[src/rtl/vfield_pkg.sv]
package vfield_pkg;
  typedef enum logic [2:0] {
    PH_COUNT  = 3'd0,
    PH_STRONG = 3'd1,
    PH_WEAK   = 3'd2,
    PH_NONE   = 3'd3,
    PH_HOLD   = 3'd4
  } phase_t;

  localparam logic [1:0] NORM_STRONG = 2'b00;
  localparam logic [1:0] NORM_WEAK   = 2'b01;
endpackage

[src/rtl/vfield_edge.sv]
module vfield_edge (
  input  logic clk,
  input  logic rst,
  input  logic sig_i,
  output logic rise_o
);
  logic sig_q;

  always_ff @(posedge clk) begin
    if (rst) sig_q <= 1'b0;
    else     sig_q <= sig_i;
  end

  assign rise_o = sig_i & ~sig_q;
endmodule

[src/rtl/vfield_limits.sv]
module vfield_limits #(
  parameter int CNT_W      = 10,
  parameter int VS_AT50    = 622,
  parameter int STOP50     = 626,
  parameter int WIN_LO50   = 622,
  parameter int TMO50      = 628,
  parameter int TMO_LONG50 = 722,
  parameter int SIDE_SHIFT = 100
) (
  input  logic             sys60_i,
  output logic [CNT_W-1:0] vs_at_o,
  output logic [CNT_W-1:0] stop_o,
  output logic [CNT_W-1:0] win_lo_o,
  output logic [CNT_W-1:0] tmo_o,
  output logic [CNT_W-1:0] tmo_long_o
);
  localparam logic [CNT_W-1:0] A50 = CNT_W'(VS_AT50);
  localparam logic [CNT_W-1:0] S50 = CNT_W'(STOP50);
  localparam logic [CNT_W-1:0] L50 = CNT_W'(WIN_LO50);
  localparam logic [CNT_W-1:0] T50 = CNT_W'(TMO50);
  localparam logic [CNT_W-1:0] G50 = CNT_W'(TMO_LONG50);
  localparam logic [CNT_W-1:0] A60 = CNT_W'(VS_AT50 - SIDE_SHIFT);
  localparam logic [CNT_W-1:0] S60 = CNT_W'(STOP50 - SIDE_SHIFT);
  localparam logic [CNT_W-1:0] L60 = CNT_W'(WIN_LO50 - SIDE_SHIFT);
  localparam logic [CNT_W-1:0] T60 = CNT_W'(TMO50 - SIDE_SHIFT);
  localparam logic [CNT_W-1:0] G60 = CNT_W'(TMO_LONG50 - SIDE_SHIFT);

  always_comb begin
    if (sys60_i) begin
      vs_at_o    = A60;
      stop_o     = S60;
      win_lo_o   = L60;
      tmo_o      = T60;
      tmo_long_o = G60;
    end else begin
      vs_at_o    = A50;
      stop_o     = S50;
      win_lo_o   = L50;
      tmo_o      = T50;
      tmo_long_o = G50;
    end
  end
endmodule

[src/rtl/vfield_pulse.sv]
module vfield_pulse #(
  parameter int VS_LEN = 6
) (
  input  logic clk,
  input  logic rst,
  input  logic en_i,
  input  logic start_i,
  output logic pulse_o
);
  localparam int LW = (VS_LEN > 1) ? $clog2(VS_LEN) : 1;
  localparam logic [LW-1:0] LOAD = LW'(VS_LEN - 1);

  logic [LW-1:0] left;

  always_ff @(posedge clk) begin
    if (rst) begin
      pulse_o <= 1'b0;
      left    <= '0;
    end else if (start_i) begin
      pulse_o <= 1'b1;
      left    <= LOAD;
    end else if (en_i && pulse_o) begin
      if (left == '0) pulse_o <= 1'b0;
      else            left    <= left - 1'b1;
    end
  end


  pulse_len_chk: assert property (@(posedge clk) disable iff (rst)
    (pulse_o && en_i && !start_i && left == '0) |=> !pulse_o);


  pulse_start_chk: assert property (@(posedge clk) disable iff (rst)
    start_i |=> pulse_o);
endmodule

[src/rtl/vfield_ctrl.sv]
module vfield_ctrl #(
  parameter int CNT_W      = 10,
  parameter int VS_LEN     = 6,
  parameter int BRANCH_AT  = 488,
  parameter int VS_AT50    = 622,
  parameter int STOP50     = 626,
  parameter int WIN_LO50   = 622,
  parameter int TMO50      = 628,
  parameter int TMO_LONG50 = 722,
  parameter int SIDE_SHIFT = 100,
  parameter int SPLIT      = 575
) (
  input  logic             clk,
  input  logic             rst,
  input  logic             en2h_i,
  input  logic             vsync_in_i,
  input  logic             locked_i,
  input  logic             forced_i,
  input  logic             force60_i,
  input  logic [1:0]       norm_i,
  output logic             vsync_o,
  output logic [CNT_W-1:0] line_cnt_o,
  output logic             sys60_o
);
  import vfield_pkg::*;

  localparam logic [CNT_W-1:0] BR_CNT  = CNT_W'(BRANCH_AT);
  localparam logic [CNT_W-1:0] SPL_CNT = CNT_W'(SPLIT);
  localparam logic [CNT_W-1:0] MAX_CNT = CNT_W'(TMO_LONG50 - 1);

  phase_t           phase;
  logic [CNT_W-1:0] cnt, cnt_inc, cap;
  logic             pend, sys60;
  logic             rise, in_win, take, tmo_hit, hold_end, clr, pulse_go;
  logic [CNT_W-1:0] vs_at, stop_at, win_lo, tmo, tmo_long, tmo_sel;

  vfield_edge u_edge (
    .clk    (clk),
    .rst    (rst),
    .sig_i  (vsync_in_i),
    .rise_o (rise)
  );

  vfield_limits #(
    .CNT_W      (CNT_W),
    .VS_AT50    (VS_AT50),
    .STOP50     (STOP50),
    .WIN_LO50   (WIN_LO50),
    .TMO50      (TMO50),
    .TMO_LONG50 (TMO_LONG50),
    .SIDE_SHIFT (SIDE_SHIFT)
  ) u_lim (
    .sys60_i    (sys60),
    .vs_at_o    (vs_at),
    .stop_o     (stop_at),
    .win_lo_o   (win_lo),
    .tmo_o      (tmo),
    .tmo_long_o (tmo_long)
  );

  assign cnt_inc = cnt + 1'b1;
  assign tmo_sel = (forced_i && locked_i) ? tmo_long : tmo;

  always_comb begin
    tmo_hit = 1'b0;
    if (en2h_i && !pend) begin
      case (phase)
        PH_WEAK: tmo_hit = (cnt_inc >= tmo);
        PH_NONE: tmo_hit = (cnt_inc >= tmo_sel);
        default: tmo_hit = 1'b0;
      endcase
    end
  end

  assign in_win   = (phase == PH_NONE) ||
                    (phase == PH_WEAK && cnt > win_lo && cnt < tmo);
  assign take     = rise && in_win && !pend && !tmo_hit;
  assign hold_end = en2h_i && !pend && (phase == PH_HOLD);
  assign clr      = (en2h_i && pend) || tmo_hit || hold_end;
  assign pulse_go = (en2h_i && pend) || tmo_hit ||
                    (en2h_i && phase == PH_STRONG && cnt_inc == vs_at);

  always_ff @(posedge clk) begin
    if (rst) begin
      phase <= PH_COUNT;
      cnt   <= '0;
      pend  <= 1'b0;
      cap   <= '0;
    end else begin
      if (take) begin
        pend <= 1'b1;
        cap  <= cnt;
      end
      if (clr) begin
        cnt   <= '0;
        phase <= PH_COUNT;
        if (en2h_i && pend) pend <= 1'b0;
      end else if (en2h_i) begin
        case (phase)
          PH_COUNT: begin
            cnt <= cnt_inc;
            if (cnt_inc == BR_CNT) begin
              if (norm_i == NORM_STRONG)    phase <= PH_STRONG;
              else if (norm_i == NORM_WEAK) phase <= PH_WEAK;
              else                          phase <= PH_NONE;
            end
          end
          PH_STRONG: begin
            cnt <= cnt_inc;
            if (cnt_inc >= stop_at) phase <= PH_HOLD;
          end
          PH_WEAK, PH_NONE: cnt <= cnt_inc;
          default: cnt <= cnt;
        endcase
      end
    end
  end

  always_ff @(posedge clk) begin
    if (rst) begin
      sys60 <= 1'b0;
    end else if (clr) begin
      if (forced_i)                sys60 <= force60_i;
      else if (en2h_i && pend)     sys60 <= (cap < SPL_CNT);
    end
  end

  vfield_pulse #(.VS_LEN(VS_LEN)) u_pulse (
    .clk     (clk),
    .rst     (rst),
    .en_i    (en2h_i),
    .start_i (pulse_go),
    .pulse_o (vsync_o)
  );

  assign line_cnt_o = cnt;
  assign sys60_o    = sys60;


  count_phase_chk: assert property (@(posedge clk) disable iff (rst)
    (phase == PH_COUNT) |-> (cnt < BR_CNT));


  count_hold_chk: assert property (@(posedge clk) disable iff (rst)
    !en2h_i |=> $stable(cnt));


  pend_clear_chk: assert property (@(posedge clk) disable iff (rst)
    (pend && en2h_i) |=> (cnt == '0 && !pend));


  count_bound_chk: assert property (@(posedge clk) disable iff (rst)
    cnt <= MAX_CNT);


  sys_change_chk: assert property (@(posedge clk) disable iff (rst)
    !$stable(sys60) |-> (cnt == '0));


  strong_ignore_chk: assert property (@(posedge clk) disable iff (rst)
    (phase == PH_STRONG || phase == PH_HOLD) |-> !pend);
endmodule

[config.mk]
export PLATFORM = sky130hd
export DESIGN_NAME = vfield_ctrl
export DESIGN_NICKNAME = d
export VERILOG_FILES = /design/src/rtl/vfield_pkg.sv /design/src/rtl/vfield_edge.sv /design/src/rtl/vfield_limits.sv /design/src/rtl/vfield_pulse.sv /design/src/rtl/vfield_ctrl.sv
export SDC_FILE = /design/constraint.sdc
export NUM_CORES = 1
export LEC_CHECK = 0
export BUFFER_PORTS_ARGS = -buffer_cell sky130_fd_sc_hd__buf_2
export CAP_MARGIN = 20
export CORE_UTILIZATION = 55
export CTS_CLUSTER_SIZE = 12
export DETAILED_ROUTE_END_ITERATION = 8
export GPL_TIMING_DRIVEN = 0
export MAX_ROUTING_LAYER = met4
export PLACE_DENSITY = 0.83
export SLEW_MARGIN = 10
export SYNTH_ARGS = -nofsm -noshare
export SYNTH_HDL_FRONTEND = slang
export SYNTH_SLANG_ARGS = --single-unit
[constraint.sdc]
create_clock -name clk -period 4.48 [get_ports clk]
set_clock_uncertainty 0.15 [all_clocks]
set_input_delay 0.448 -clock clk [delete_from_list [all_inputs] [get_ports clk]]
set_output_delay 0.448 -clock clk [all_outputs]
set_load 0.01 [all_outputs]
Word level (Yosys, flattened, before mapping)
Cells that the tools add are included.
Widths: inputs -> output; s select.
{"block": "classes", "n_addsub": 2, "mul": 0, "div_mod_pow": 0, "order_cmp": 6, "n_eq_ne": 10, "shift": 0, "mux": 23, "n_bitwise": 3, "reduce_logical": 34}
{"operator": "$ge 10x10->1", "count": 3}
{"operator": "$mux 7", "count": 3}
{"operator": "$mux 3", "count": 5}
{"operator": "$logic_and 1x1->1", "count": 12}
{"operator": "$add 10x1->10 const B", "count": 1}
{"operator": "$eq 10x10->1", "count": 1}
{"operator": "$eq 10x9->1 const B", "count": 1}
{"operator": "$gt 10x10->1", "count": 1}
{"operator": "$lt 10x10->1", "count": 1}
{"operator": "$lt 10x10->1 const B", "count": 1}
{"operator": "$mux 1", "count": 10}
{"operator": "$mux 10", "count": 1}
{"operator": "$reduce_and 2->1", "count": 5}
{"operator": "$mux 8", "count": 1}
{"operator": "$reduce_bool 2->1", "count": 4}
{"operator": "$eq 3x2->1 const B", "count": 2}
{"operator": "$logic_not 3->1", "count": 2}
{"operator": "$pmux 3 s2", "count": 1}
{"operator": "$logic_or 1x1->1", "count": 4}
{"operator": "$ne 2x2->1 const B", "count": 2}
{"operator": "$reduce_and 4->1", "count": 1}
{"operator": "$reduce_or 2->1", "count": 2}
{"operator": "$reduce_or 4->1", "count": 1}
{"operator": "$eq 3x1->1 const B", "count": 1}
{"operator": "other kinds (10)", "count": 12}
{"block": "word_totals", "register_bits": 30, "latchBits": 0, "mem_bits_rw": 0, "romBits": 0, "out_inout_bits": 12, "elab_cells": 87, "mem_count": 0}

Longest topological paths before layout
Gate-level depths: netlist of run 1.
{"block": "depth", "depth_word": 11, "mapped_depth": 15, "mapped_depth_nobuf": 13}

Cells and area by module
A second synthesis of run 1 with hierarchy kept.
{"block": "unflattened", "hier_cells": 409, "hier_area_um2": 3364.5}
{"mod": "vfield_ctrl", "instances": 1, "cells_per_inst": 331, "area_per_inst_um2": 2717.6, "seq_area_each_um2": 500.5}
{"mod": "vfield_limits", "instances": 1, "cells_per_inst": 52, "area_per_inst_um2": 379.1, "seq_area_each_um2": 0.0}
{"mod": "vfield_pulse", "instances": 1, "cells_per_inst": 23, "area_per_inst_um2": 220.2, "seq_area_each_um2": 80.1}
{"mod": "vfield_edge", "instances": 1, "cells_per_inst": 3, "area_per_inst_um2": 47.5, "seq_area_each_um2": 20.0}

Least setup slack after synthesis of run 1
OpenSTA, ideal clock, no wires.
{"block": "synth_timing", "path_kind": "register to register", "from": "register cnt[1] (netlist: line_cnt_o[1])", "to": "register phase[2]", "setup_ns": 0.066, "arrival_ns": 3.313, "required_ns": 4.264, "slack_ns": 0.951, "path_stages_with_launch": 16, "path_buffers": 2, "cell_sequence": "dfxtp_1 > ha_1 > buf_2 > nand3_2 > nor2_1 > xnor2_1 > inv_1 > ha_1 > a211o_1 > a2111o_1 > o311a_1 > a211oi_2 > o21ai_2 > a311o_2 > buf_6 > nor2_1"}
{"block": "synth_between", "elab_chain_cells": 7}
{"item": "from (decl)", "line_no": "vfield_ctrl.sv:32", "source": "logic [CNT_W-1:0] cnt, cnt_inc, cap;"}
{"item": "from (signal assigned)", "line_no": "vfield_ctrl.sv:101", "source": "cnt <= cnt_inc;"}
{"item": "from (signal assigned)", "line_no": "vfield_ctrl.sv:109", "source": "cnt <= cnt_inc;"}
{"item": "from (signal assigned)", "line_no": "vfield_ctrl.sv:112", "source": "PH_WEAK, PH_NONE: cnt <= cnt_inc;"}
{"item": "$add 10x1->10 *", "line_no": "vfield_ctrl.sv:61", "source": "assign cnt_inc = cnt + 1'b1;"}
{"item": "named net cnt_inc[6]", "line_no": "vfield_ctrl.sv:32"}
{"item": "$ge 10x10->1, on equally long branches", "line_no": "vfield_ctrl.sv:69, vfield_ctrl.sv:68"}
{"item": "$pmux 1 s2", "line_no": "vfield_ctrl.sv:67", "source": "case (phase)"}
{"item": "$mux 1", "line_no": "vfield_ctrl.sv:66", "source": "if (en2h_i && !pend) begin"}
{"item": "$logic_or 1x1->1 (2 in series)", "line_no": "vfield_ctrl.sv:79", "source": "assign clr = (en2h_i && pend) || tmo_hit || hold_end;"}
{"item": "$reduce_or 2->1 (no source line)"}
{"item": "to (signal assigned)", "line_no": "vfield_ctrl.sv:85", "source": "phase <= PH_COUNT;"}
{"item": "to (signal assigned)", "line_no": "vfield_ctrl.sv:96", "source": "phase <= PH_COUNT;"}
{"item": "to (signal assigned)", "line_no": "vfield_ctrl.sv:103", "source": "if (norm_i == NORM_STRONG) phase <= PH_STRONG;"}
{"item": "to (decl)", "line_no": "vfield_ctrl.sv:31", "source": "phase_t phase;"}
Mark *: on every way through the listed nets, which the timed path passes. The rest lies on a longest branch.
A chain may end at the register's enable or synchronous reset.

Final worst setup path of run 1
{"block": "layout_timing", "from": "register cnt[1] (netlist: line_cnt_o[1])", "to": "register cnt[9] (netlist: line_cnt_o[9])"}
{"block": "layout_between", "elab_chain_cells": 7}
{"item": "$add 10x1->10 *", "line_no": "vfield_ctrl.sv:61"}
{"item": "named net cnt_inc[6]", "line_no": "vfield_ctrl.sv:32"}
{"item": "$ge 10x10->1, on equally long branches", "line_no": "vfield_ctrl.sv:69, vfield_ctrl.sv:68"}
{"item": "$pmux 1 s2 *", "line_no": "vfield_ctrl.sv:67"}
{"item": "$mux 1 *", "line_no": "vfield_ctrl.sv:66"}
{"item": "$logic_or 1x1->1 * (2 in series)", "line_no": "vfield_ctrl.sv:79"}
{"item": "$reduce_or 2->1 (no source line) *"}
Marked as above.

==> results of run 1 <==
[final cells by class]
cell class	instances	area [um^2]
Fill cell	345	1450
Sequential cell	30	601
Clock buffer	6	82.6
Multi-Input combinational cell	214	1530
Timing Repair Buffer	19	95.1
Inverter	19	71.3
Buffer	14	85.1
Clock inverter	1	30.0
Tap cell	50	62.6
[state kept, by name, indices dropped and copies added (netlist names)]
signal / cells
u_pulse.pulse_o: 1
cap: 10
u_edge.sig_q: 1
pend: 1
sys60_o: 1
line_cnt_o: 10
u_pulse.left: 3
phase: 3
[cell usage after synthesis (all sizes together) (4+ instances only)]
master | instances | share of area, %
nor3 | 6 | 1.3
inv | 19 | 3.1
mux2i | 12 | 5.3
buf | 10 | 3.1
dfxtp | 30 | 26
nor2b | 4 | 1.1
xor2 | 6 | 2.3
nor2 | 27 | 4.5
o21ai | 11 | 2.6
clkbuf | 4 | 0.66
xnor2 | 12 | 4.6
nand2 | 16 | 2.6
nand3 | 9 | 2.4
a31oi | 4 | 1.1
and3 | 4 | 1.1
a21oi | 13 | 2.8
ha | 21 | 12
nand2b | 25 | 6.8
[worst max-delay path: stages, from the launching register on]
cell      delay, ns
dfxtp_1        0.59
ha_1           0.22
buf_2          0.18
nand3_2        0.23
nor2_1         0.23
xnor2_1        0.20
inv_1          0.14
ha_1           0.21
a211o_1        0.25
a2111o_1       0.39
o311a_1        0.15
a211oi_2       0.29
o21ai_2        0.14
a311o_2        0.46
buf_6          0.16
nor2_1         0.13
[cells by family after synthesis]
logic type	Yosys count	synth area share (%)
AND/OR/NAND/NOR	107	25.2
AO/OA/AOI/OAI	56	18.0
buffers and inverters	33	6.85
flip-flops	30	26.3
adder cells (fa/ha/maj)	21	11.5
XOR/XNOR	18	6.90
multiplexers	12	5.26
[metal layers]
metal  track usage (%)  routed length [um]  vias up
met5                 -                   0        -
met4              10.4                 116        0
met3              4.97                 263       13
met2              43.1                2430       54
met1              32.1                2400      926
li1                  -                   -     1034
[power groups by stage]
stage | clock (mW) | sequential, mW | combinational [mW]
floorplan | 0 | 0.280 | 0.0344
global placement | 0 | 0.281 | 0.0497
detailed placement | 0 | 0.281 | 0.0503
CTS | 0.285 | 0.275 | 0.0509
global route | 0.297 | 0.276 | 0.0572
finish | 0.284 | 0.275 | 0.0513
[worst max-delay path by stage]
stage	slack, ns	depth (start not counted)	to	from
after detailed placement	0.41	15	line_cnt_o[9]	line_cnt_o[0]
after CTS	0.35	15	line_cnt_o[9]	line_cnt_o[1]
after global placement	0.48	15	line_cnt_o[9]	line_cnt_o[1]
final	0.29	15	line_cnt_o[9]	line_cnt_o[1]
after global routing	0.06	15	cap[2]	line_cnt_o[1]
after floorplan	0.95	15	phase[2]	line_cnt_o[1]
==> metrics.md, run 1 <==
| Metric | Value |
|---|---|
| Final Critical Period | 4.19 ns |
| Sw Share | 23.1% |
| Die height | 66.5 um |
| Vias | between 2000 and 2500 |
| Drt drc | 0 |
| Final Hold Vio Count | 0 |
| WHS Path Cells | 2 |
| Least-Margin Pin Slew | 0.571 ns |
| Setup WS post-layout | 0.290 ns |
| Initial antenna violation count | 0 |
| Post-synth cell types | 57 |
| Clk buf depth | 2 |
| CTS root buf | clkbuf_8 |
| CTS sink count | 30 |
| FF-to-FF path depth | 15 |
| YS warnings | 0 |
| Hold/Removal Path Class | input pin to register |
| Core area | 0.00400 mm^2 |
| Congestion Overflow GR | 0 |
| Final period util | 93.5% |
| CTS tree | yes |
| DRT iter0 DRCs | 107 |
| Core Rows | 23 |
| IO Port Bufs | 19 |
| Total Nets Final | 333 |
| # resized after CTS | 0 |
| Max Fclk | 239 MHz |
| I/O pin count | 21 |
| Vias in the first global route | 1922 |
| Worst r2r src | line_cnt_o[1] |
| Setup crit end kind | register |
| Setup Buffers After CTS | 0 |
| Mapped Nets | just over 300 |
| ANT nets after route | 0 |
| Hold endpoint | u_edge.sig_q |
| Clock Latency Late Sink | a little under 0.3 ns |
| Core Util, Final | 63.9% |
| Routed len/inst | 14.8 um |
| Critical path peak fanout | 10 |
| Die width | 66.5 um |
| Hold Startpoint | vsync_in_i |
| Req. time, crit path | ~4.5 ns |
| Arrival @ worst endpoint | around 4.3 ns |
| Leak | 1.11 nW |
| Most common cell after layout, fill and taps aside | dfxtp_1 |
| Relative slew slack | 61.8% |
| Post-synth EDFFs | 0 |
| H-tree depth | 2 |
| First-pass GRT wire length | ~8600 um |
| Post-DP HPWL | 3910 um |
| Reg2reg setup slack | 0.29 ns |
| Commonest non-fill, non-tap cells in the layout | 30 x dfxtp_1, 26 x nor2_1, 25 x nand2b_1 |
| Sequential element share of the synthesized area | 26.3% |
| Clk pwr share | 46.5% |
| Die ar. | approximately 0.0044 mm^2 |
| Final count of negative-setup-slack endpoints | 0 |
| Ant. Diodes | 0 |
| Comb pwr share | under 10% |
| Status | finished, final reports clean |
| Synthesis-to-finish area growth | 11.8% |
| GP Congestion | 0.864 |
| Slew Limit Fails | 0 |
| RSZ-0062 raised after global routing | no |
| Sw power | 0.141 mW |
| Power, Total | 0.610 mW |
| Seq cells post-synth | 30 |
| Pre-CTS setup slack | 0.408 ns |
| Initial Utilization | between 50% and 60% |
| IR Drop Worst-Case VDD | around 0.15 mV |
| Design internal power | 0.469 mW |
| Main synth FF type | dfxtp_1 |
| Reg power frac | 45.1% |
| Share of layout cells above drive strength 1 | between 10% and 20% |
| Largest net degree at the start of global routing | 13 |
| Category of the critical setup timing path | register to register |
| Final cell count without fillers | approximately 350 |
| DRT Pass-1 Iters | 4 |
| Post-synthesis instance area | 0.00228 mm^2 |
| Setup_tns | 0 ns |
| Hold WS | 0.257 ns |
| Type of origin of the critical path | register |
| Num CTS Buffers | 5 |
| Post-route cell area | 0.00255 mm^2 |
| Max-cap violations | 0 |
| Reg-to-reg endpoint | line_cnt_o[9] |
| PwrDens | 239 mW/mm^2 |
| Syn_area_per_cell | 8.25 um^2 |
| Hold_buf cts | 0 |
| Post-Synthesis Cells | ~280 |
| Ys async rst share | 0% |
| Clock-pin slew on the worst setup and hold paths | roughly 0.06 ns |
| Vias/cell | 5.74 |
| Placed Instance Area | 0.00244 mm^2 |
| Routed WL | 5210 um |
| Dpl cells | 346 |
| Tot GR Track Use | about a quarter |
Note: power is estimated with default switching activity, not from simulation.
==> run 2, diff against run 1 <==
--- a/config.mk
+++ b/config.mk
@@ -7,12 +7,15 @@
 export LEC_CHECK = 0
 export BUFFER_PORTS_ARGS = -buffer_cell sky130_fd_sc_hd__buf_2
 export CAP_MARGIN = 20
-export CORE_UTILIZATION = 55
+export CELL_PAD_IN_SITES_DETAIL_PLACEMENT = 1
+export CELL_PAD_IN_SITES_GLOBAL_PLACEMENT = 1
+export CORE_MARGIN = 5
+export CORE_UTILIZATION = 45
 export CTS_CLUSTER_SIZE = 12
 export DETAILED_ROUTE_END_ITERATION = 8
 export GPL_TIMING_DRIVEN = 0
 export MAX_ROUTING_LAYER = met4
-export PLACE_DENSITY = 0.83
+export PLACE_DENSITY_LB_ADDON = 0.1
 export SLEW_MARGIN = 10
 export SYNTH_ARGS = -nofsm -noshare
 export SYNTH_HDL_FRONTEND = slang
==> metrics.md, run 2 (synthesis results as in run 1) <==
| Metric | Value |
|---|---|
| Status | finished, final reports clean |
| DRT iter0 DRCs | 88 (-18%) |
| Tot GR Track Use | 21.3% (-5.2 points) |
| Num CTS Buffers | 5 (unchanged) |
| Final count of negative-setup-slack endpoints | 0 (unchanged) |
| Category of the critical setup timing path | register to register |
| Sw power | 0.157 mW (+11%) |
| GP Congestion | 0.868 (+0.44%) |
| Vias/cell | 5.53 (-3.6%) |
| Ant. Diodes | 0 (unchanged) |
| Clock-pin slew on the worst setup and hold paths | 0.08 ns (+0.02 ns) |
| Routed len/inst | 16.5 um (+12%) |
| Hold WS | 0.252 ns (-0.00532 ns) |
| IR Drop Worst-Case VDD | 0.166 mV (+9.7%) |
| IO Port Bufs | 19 (unchanged) |
| Vias | 2070 (+2.1%) |
| Arrival @ worst endpoint | 4.29 ns (+0.04 ns) |
| H-tree depth | 2 (unchanged) |
| Clk pwr share | 42.5% (-4.0 points) |
| Type of origin of the critical path | register |
| Hold Startpoint | vsync_in_i |
| Max incr delay on CP | 0.63 ns (+0.04 ns) |
| Worst-path cell chain | ha_1, buf_2, nand3_2, nor2_1, xnor2_1, inv_1, ha_1, a211o_1, a2111o_1, o311a_1, a211oi_2, o21ai_2, a311o_2, buf_6, nor2_1 |
| CTS root buf | clkbuf_8 |
| First-pass GRT wire length | 10400 um (+21%) |
| DRT Pass-1 Iters | 4 (unchanged) |
| Core area | 0.00501 mm^2 (+25%) |
| I/O pin count | 21 (unchanged) |
| Total Nets Final | 333 (unchanged) |
| Core Rows | 26 (+13%) |
| # resized after CTS | 0 (unchanged) |
| Die ar. | 0.00660 mm^2 (+50%) |
| Comb pwr share | 9.3% (+0.9 points) |
| Slowest CP cell | dfxtp_1 |
| Hold/Removal Path Class | input pin to register |
| Clk buf depth | 2 (unchanged) |
| Initial antenna violation count | 0 (unchanged) |
| Setup crit start | line_cnt_o[0] |
| Worst r2r src | line_cnt_o[0] |
| PwrDens | 223 mW/mm^2 (-6.5%) |
| Register area | 601 um^2 (unchanged) |
| Setup crit end kind | register |
| Congestion Overflow GR | 0 (unchanged) |
| Least-Margin Pin Slew | 0.609 ns (+0.0379 ns) |
| Post-DP HPWL | 4650 um (+19%) |
| Share of layout cells above drive strength 1 | 16.4% (+0.28 points) |
| ANT nets after route | 0 (unchanged) |
| CTS tree | yes |
| Largest net degree at the start of global routing | 13 (unchanged) |
| Setup_tns | 0 ns (unchanged) |
| Synthesis-to-finish area growth | 12.2% |
| Initial Utilization | 45.6% (-12 points) |
| Critical path peak fanout | 10 (unchanged) |
| RSZ-0062 raised after global routing | no |
| Leak | 1.10 nW (-0.91%) |
| Relative slew slack | 59.3% (-2.5 points) |
| Commonest non-fill, non-tap cells in the layout | 30 x dfxtp_1, 26 x nor2_1, 25 x nand2b_1 |
| Routed WL | 6160 um (+18%) |
| Most common cell after layout, fill and taps aside | dfxtp_1 |
| Slew Limit Fails | 0 (unchanged) |
| Final Hold Vio Count | 0 (unchanged) |
| Final Critical Period | 4.21 ns (+0.0172 ns) |
| Die height | 81.3 um (+22%) |
| Drt drc | 0 (unchanged) |
| Setup Buffers After CTS | 0 (unchanged) |
| Max-cap violations | 0 (unchanged) |
| Reg power frac | 48.2% (+3.1 points) |
| FILL cells | 680 (+97%) |
| Die width | 81.3 um (+22%) |
| Design internal power | 0.415 mW (-12%) |
| Hold_buf cts | 0 (unchanged) |
| CTS sink count | 30 (unchanged) |
| Final period util | 93.9% (+0.38 points) |
| Vias in the first global route | 2111 (+9.8%) |
| Clock Latency Late Sink | 0.30 ns (about the same) |
| Multi-input logic area | 0.00153 mm^2 (unchanged) |
| Sw Share | 27.5% (+4.3 points) |
| Max Fclk | 238 MHz (-0.41%) |
| Req. time, crit path | 4.56 ns (+0.02 ns) |
[run 2: cell count changes in the layout (fill, tap and decap cells not counted), sizes merged]
| cell | previous run | this run |
|---|---|---|
| clkinv | 0 | 1 |
| clkinvlp | 0 | 1 |
| bufinv | 1 | 0 |
[run 2: metrics by stage]
| stage | cell area [um^2] | power [mW] | util, % | cells | setup slack (ns) |
|---|---|---|---|---|---|
| after floorplan | 2280 | 0.314 | - | 277 | 0.951 |
| after global placement | 2470 | 0.333 | 49.3 | 366 | 0.405 |
| after detailed placement | 2470 | 0.334 | 49.3 | 366 | 0.355 |
| after CTS | 2560 | 0.581 | 51.1 | 374 | 0.312 |
| after global routing | 2560 | 0.597 | 51.1 | 374 | 0.00463 |
| final | 2560 | 0.572 | 51.1 | 374 | 0.273 |
[run 2: cell type report]
cell class | count | area share (%)
Sequential cell | 30 | 23.4
Buffer | 14 | 3.32
Timing Repair Buffer | 19 | 3.71
Tap cell | 70 | 3.42
Multi-Input combinational cell | 214 | 59.6
Clock inverter | 2 | 0.488
Inverter | 19 | 2.78
Clock buffer | 6 | 3.22
[run 2: critical path: cells and delay by family, from the launching register on]
kind / cells / cell delay (ns)
AOI/OAI and AO/OA: 6 / 1.66
and+or+nand+nor: 3 / 0.55
xor gates and xnor gates: 1 / 0.20
DFF: 1 / 0.63
adders and majority gates: 2 / 0.45
buffers and inverters: 3 / 0.50
[run 2: routing by layer]
layer	wire, um	GRT usage, %
met1	2980	27.1
met3	174	3.10
met4	78	6.08
met5	0	-
met2	2930	35.0
[run 2: final timing paths]
path	depth (start not counted)	slack, ns	to
setup reg to reg	15	0.27	line_cnt_o[9]
hold / removal	2	0.25	u_edge.sig_q
setup / recovery	15	0.27	line_cnt_o[9]
hold reg to reg	2	0.33	cap[5]
[run 2: power groups by stage]
stage	sequential, mW	combinational [mW]	clock [mW]
after CTS	0.275	0.0539	0.252
after detailed placement	0.281	0.0529	0
after global placement	0.281	0.0514	0
after floorplan	0.280	0.0344	0
after global routing	0.276	0.0590	0.263
final	0.275	0.0532	0.243
==> run 3, diff against run 2 <==
--- a/config.mk
+++ b/config.mk
@@ -10,7 +10,7 @@
 export CELL_PAD_IN_SITES_DETAIL_PLACEMENT = 1
 export CELL_PAD_IN_SITES_GLOBAL_PLACEMENT = 1
 export CORE_MARGIN = 5
-export CORE_UTILIZATION = 45
+export CORE_UTILIZATION = 47
 export CTS_CLUSTER_SIZE = 12
 export DETAILED_ROUTE_END_ITERATION = 8
 export GPL_TIMING_DRIVEN = 0
@@ -19,4 +19,5 @@
 export SLEW_MARGIN = 10
 export SYNTH_ARGS = -nofsm -noshare
 export SYNTH_HDL_FRONTEND = slang
+export SYNTH_HIERARCHICAL = 1
 export SYNTH_SLANG_ARGS = --single-unit
==> metrics.md, run 3 <==
| Metric | Value |
|---|---|
| Largest net degree at the start of global routing | 15 (+2) |
| Synthesis-to-finish area growth | 12.9% |
| Post-synth EDFFs | 0 (unchanged) |
| Main synth FF type | dfxtp_1 |
| CTS tree | yes |
| FILL cells | 891 (+31%) |
| Max Fclk | 237 MHz (-0.34%) |
| Routed WL | 8700 um (+41%) |
| CTS root buf | clkbuf_8 |
| First-pass GRT wire length | 14700 um (+41%) |
| IR Drop Worst-Case VDD | 0.0958 mV (-42%) |
| Syn_area_per_cell | 8.23 um^2 (-0.27%) |
| IO Port Bufs | 20 (+1) |
| PwrDens | 178 mW/mm^2 (-20%) |
| Category of the critical setup timing path | register to register |
| RSZ-0062 raised after global routing | no |
| Core area | 0.00687 mm^2 (+37%) |
| Setup crit end kind | register |
| Max incr delay on CP | 0.45 ns (-0.18 ns) |
| Tot GR Track Use | 21.5% (+0.19 points) |
| Final Hold Vio Count | 0 (unchanged) |
| Commonest non-fill, non-tap cells in the layout | 51 x ha_1, 49 x buf_4, 41 x inv_1 |
| Type of origin of the critical path | register |
| Routed len/inst | 15.5 um (-6.0%) |
| Post-Synthesis Cells | 409 (+48%) |
| Placed Instance Area | 0.00369 mm^2 (+50%) |
| Pre-CTS setup slack | -0.0105 ns (-0.366 ns) |
| Num CTS Buffers | 5 (unchanged) |
| GP Congestion | 0.853 (-1.7%) |
| Final Critical Period | 4.22 ns (+0.0144 ns) |
| Initial Utilization | 49.0% (+3.4 points) |
| Req. time, crit path | 4.49 ns (-0.07 ns) |
| Final period util | 94.2% (+0.32 points) |
| Worst-path cell chain | ha_1, nand4_1, nor2_1, xnor2_1, inv_1, ha_1, a21oi_1, nand2_1, a211o_1, a211oi_1, maj3_2, o22a_1, and2_0, o21ai_0, a311oi_1, a211oi_1 |
| Status | finished, final reports clean |
| Seq cells post-synth | 30 (unchanged) |
| YS warnings | 6 (+6) |
| H-tree depth | 2 (unchanged) |
| Area contributors post-synth | ha_1 19%, dfxtp_1 18%, buf_4 11% |
| Synth area leader | ha_1 |
| Die width | 94.6 um (+16%) |
| Core Rows | 30 (+15%) |
| Synth cell count leaders | 51 x ha_1, 49 x buf_4, 41 x inv_1 |
| CTS sink count | 30 (unchanged) |
| Clock-pin slew on the worst setup and hold paths | 0.07 ns (about the same) |
| Hold WS | 0.260 ns (+0.00865 ns) |
| Sequential element share of the synthesized area | 17.9% (-8.4 points) |
| Slowest CP cell | dfxtp_4 |
| Post-synth cell types | 50 (-12%) |
| Critical path peak fanout | 10 (unchanged) |
| Most common cell after layout, fill and taps aside | ha_1 |
| Die ar. | 0.00895 mm^2 (+36%) |
| Die height | 94.6 um (+16%) |
| DRT iter0 DRCs | 119 (+35%) |
| Drt drc | 0 (unchanged) |
| Initial antenna violation count | 0 (unchanged) |
| Hold/Removal Path Class | input pin to register |
| Ys async rst share | 0% (unchanged) |
| Setup_tns | 0 ns (unchanged) |
| Clk buf depth | 2 (unchanged) |
| Vias/cell | 5.11 (-7.6%) |
| Core Util, Final | 55.3% (+4.2 points) |
| Vias | 2874 (+39%) |
| Slew Limit Fails | 0 (unchanged) |
| Post-synthesis instance area | 0.00336 mm^2 (+47%) |
| Buf+Inv Stages, Crit Path | 1 (-2) |
| Share of layout cells above drive strength 1 | 21.5% (+5.0 points) |
| Total Nets Final | 525 (+58%) |
| Arrival @ worst endpoint | 4.23 ns (-0.06 ns) |
| Post-DP HPWL | 7080 um (+52%) |
| Final count of negative-setup-slack endpoints | 0 (unchanged) |
| Cell family with most CP delay | compound AO/OA/AOI/OAI gates |
| Count leader, synth | ha_1 |
| Clock Latency Late Sink | 0.28 ns (-0.02 ns) |
| DRT Pass-1 Iters | 4 (unchanged) |
| Relative slew slack | 55.5% (-3.7 points) |
| I/O pin count | 21 (unchanged) |
| Congestion Overflow GR | 0 (unchanged) |
| Ant. Diodes | 0 (unchanged) |
| Least-Margin Pin Slew | 0.665 ns (+0.0560 ns) |
| Synth top area share | 19.0% (-7.3 points) |
| Leak | 1.97 nW (+79%) |
| Vias in the first global route | 3075 (+46%) |
| ANT nets after route | 0 (unchanged) |
| Setup WS post-layout | 0.258 ns (-0.0144 ns) |
| Post-route cell area | 0.00380 mm^2 (+48%) |
| Max-cap violations | 0 (unchanged) |
==> run 3: changes by cell type in the layout (fill, tap and decap cells not counted), moves of 4 or more <==
| cell | delta |
|---|---|
| nand4_1 | +6 |
| xnor2_1 | +6 |
| a21oi_1 | +4 |
| ha_1 | +30 |
| buf_4 | +48 |
| mux2i_1 | +7 |
| conb_1 | +31 |
| xor2_1 | +6 |
| inv_1 | +22 |
==> run 3: through the flow <==
stage / power (mW) / cells
final: 0.677 / 562
after global routing: 0.713 / 562
after CTS: 0.677 / 562
after detailed placement: 0.445 / 554
after global placement: 0.437 / 554
after floorplan: 0.399 / 438
==> run 3: final timing paths <==
check | end | startpoint | slack, ns | depth (start not counted)
min reg2reg | u_pulse/left[2] | u_pulse/left[2] | 0.32 | 2
max reg2reg | u_pulse/left[0] | line_cnt_o[0] | 0.26 | 16
min | u_edge/sig_q | vsync_in_i | 0.26 | 2
max | u_pulse/left[0] | line_cnt_o[0] | 0.26 | 16
==> run 3: final cells by class <==
class / instances / area [um^2] / area share (%)
buffer: 57 / 410 / 10.8
clock buffer: 6 / 82.6 / 2.17
clock inverter: 2 / 12.5 / 0.329
inverter: 41 / 154 / 4.05
multi-input combinational: 310 / 2310 / 60.8
sequential: 30 / 608 / 16.0
tap: 96 / 120 / 3.16
timing repair buffer: 20 / 100 / 2.64
==> run 3: layer usage <==
metal  part of all wire (%)  global-route usage (%)
met2                     53                    39.8
met4                    1.5                    5.29
met3                    2.9                    1.67
met1                     43                    24.8
met5                      0                       -
==> run 3: timing repair <==
| action | in CTS | in global routing |
|---|---|---|
| resized for setup | 1 | 4 |
| buffers inserted | 0 | 0 |
| gates cloned | 0 | 0 |
| endpoints found under the setup margin | 1 | 9 |
| hold buffers | 0 | 0 |
==> run 3: report_power, final <==
part | total, mW | switching (mW) | internal, mW
clock | 0.232 | 0.109 | 0.123
sequential | 0.289 | 0.0168 | 0.273
combinational | 0.155 | 0.0807 | 0.0745
total | 0.677 | 0.206 | 0.470
==> run 3: cell families (layout without fill, tap and decap cells) <==
| family | after synthesis | count (layout) | share of synthesized area (%) |
|---|---|---|---|
| xor+xnor | 30 | 30 | 7.81 |
| compound gates | 59 | 59 | 12.0 |
| other cells | 2 | 31 | 0.223 |
| simple gates | 114 | 114 | 18.7 |
| buf+inv | 98 | 126 | 16.8 |
| mux | 22 | 22 | 6.66 |
| flops | 30 | 30 | 17.9 |
| fa+ha+maj | 54 | 54 | 19.9 |
==> run 3: worst reg2reg max path: stages (launching register included) <==
cell and delay (ns):
dfxtp_4 0.45, ha_1 0.26, nand4_1 0.21, nor2_1 0.21, xnor2_1 0.23, inv_1 0.17
ha_1 0.36, a21oi_1 0.18, nand2_1 0.08, a211o_1 0.30, a211oi_1 0.30, maj3_2 0.27
o22a_1 0.20, and2_0 0.15, o21ai_0 0.19, a311oi_1 0.31, a211oi_1 0.08
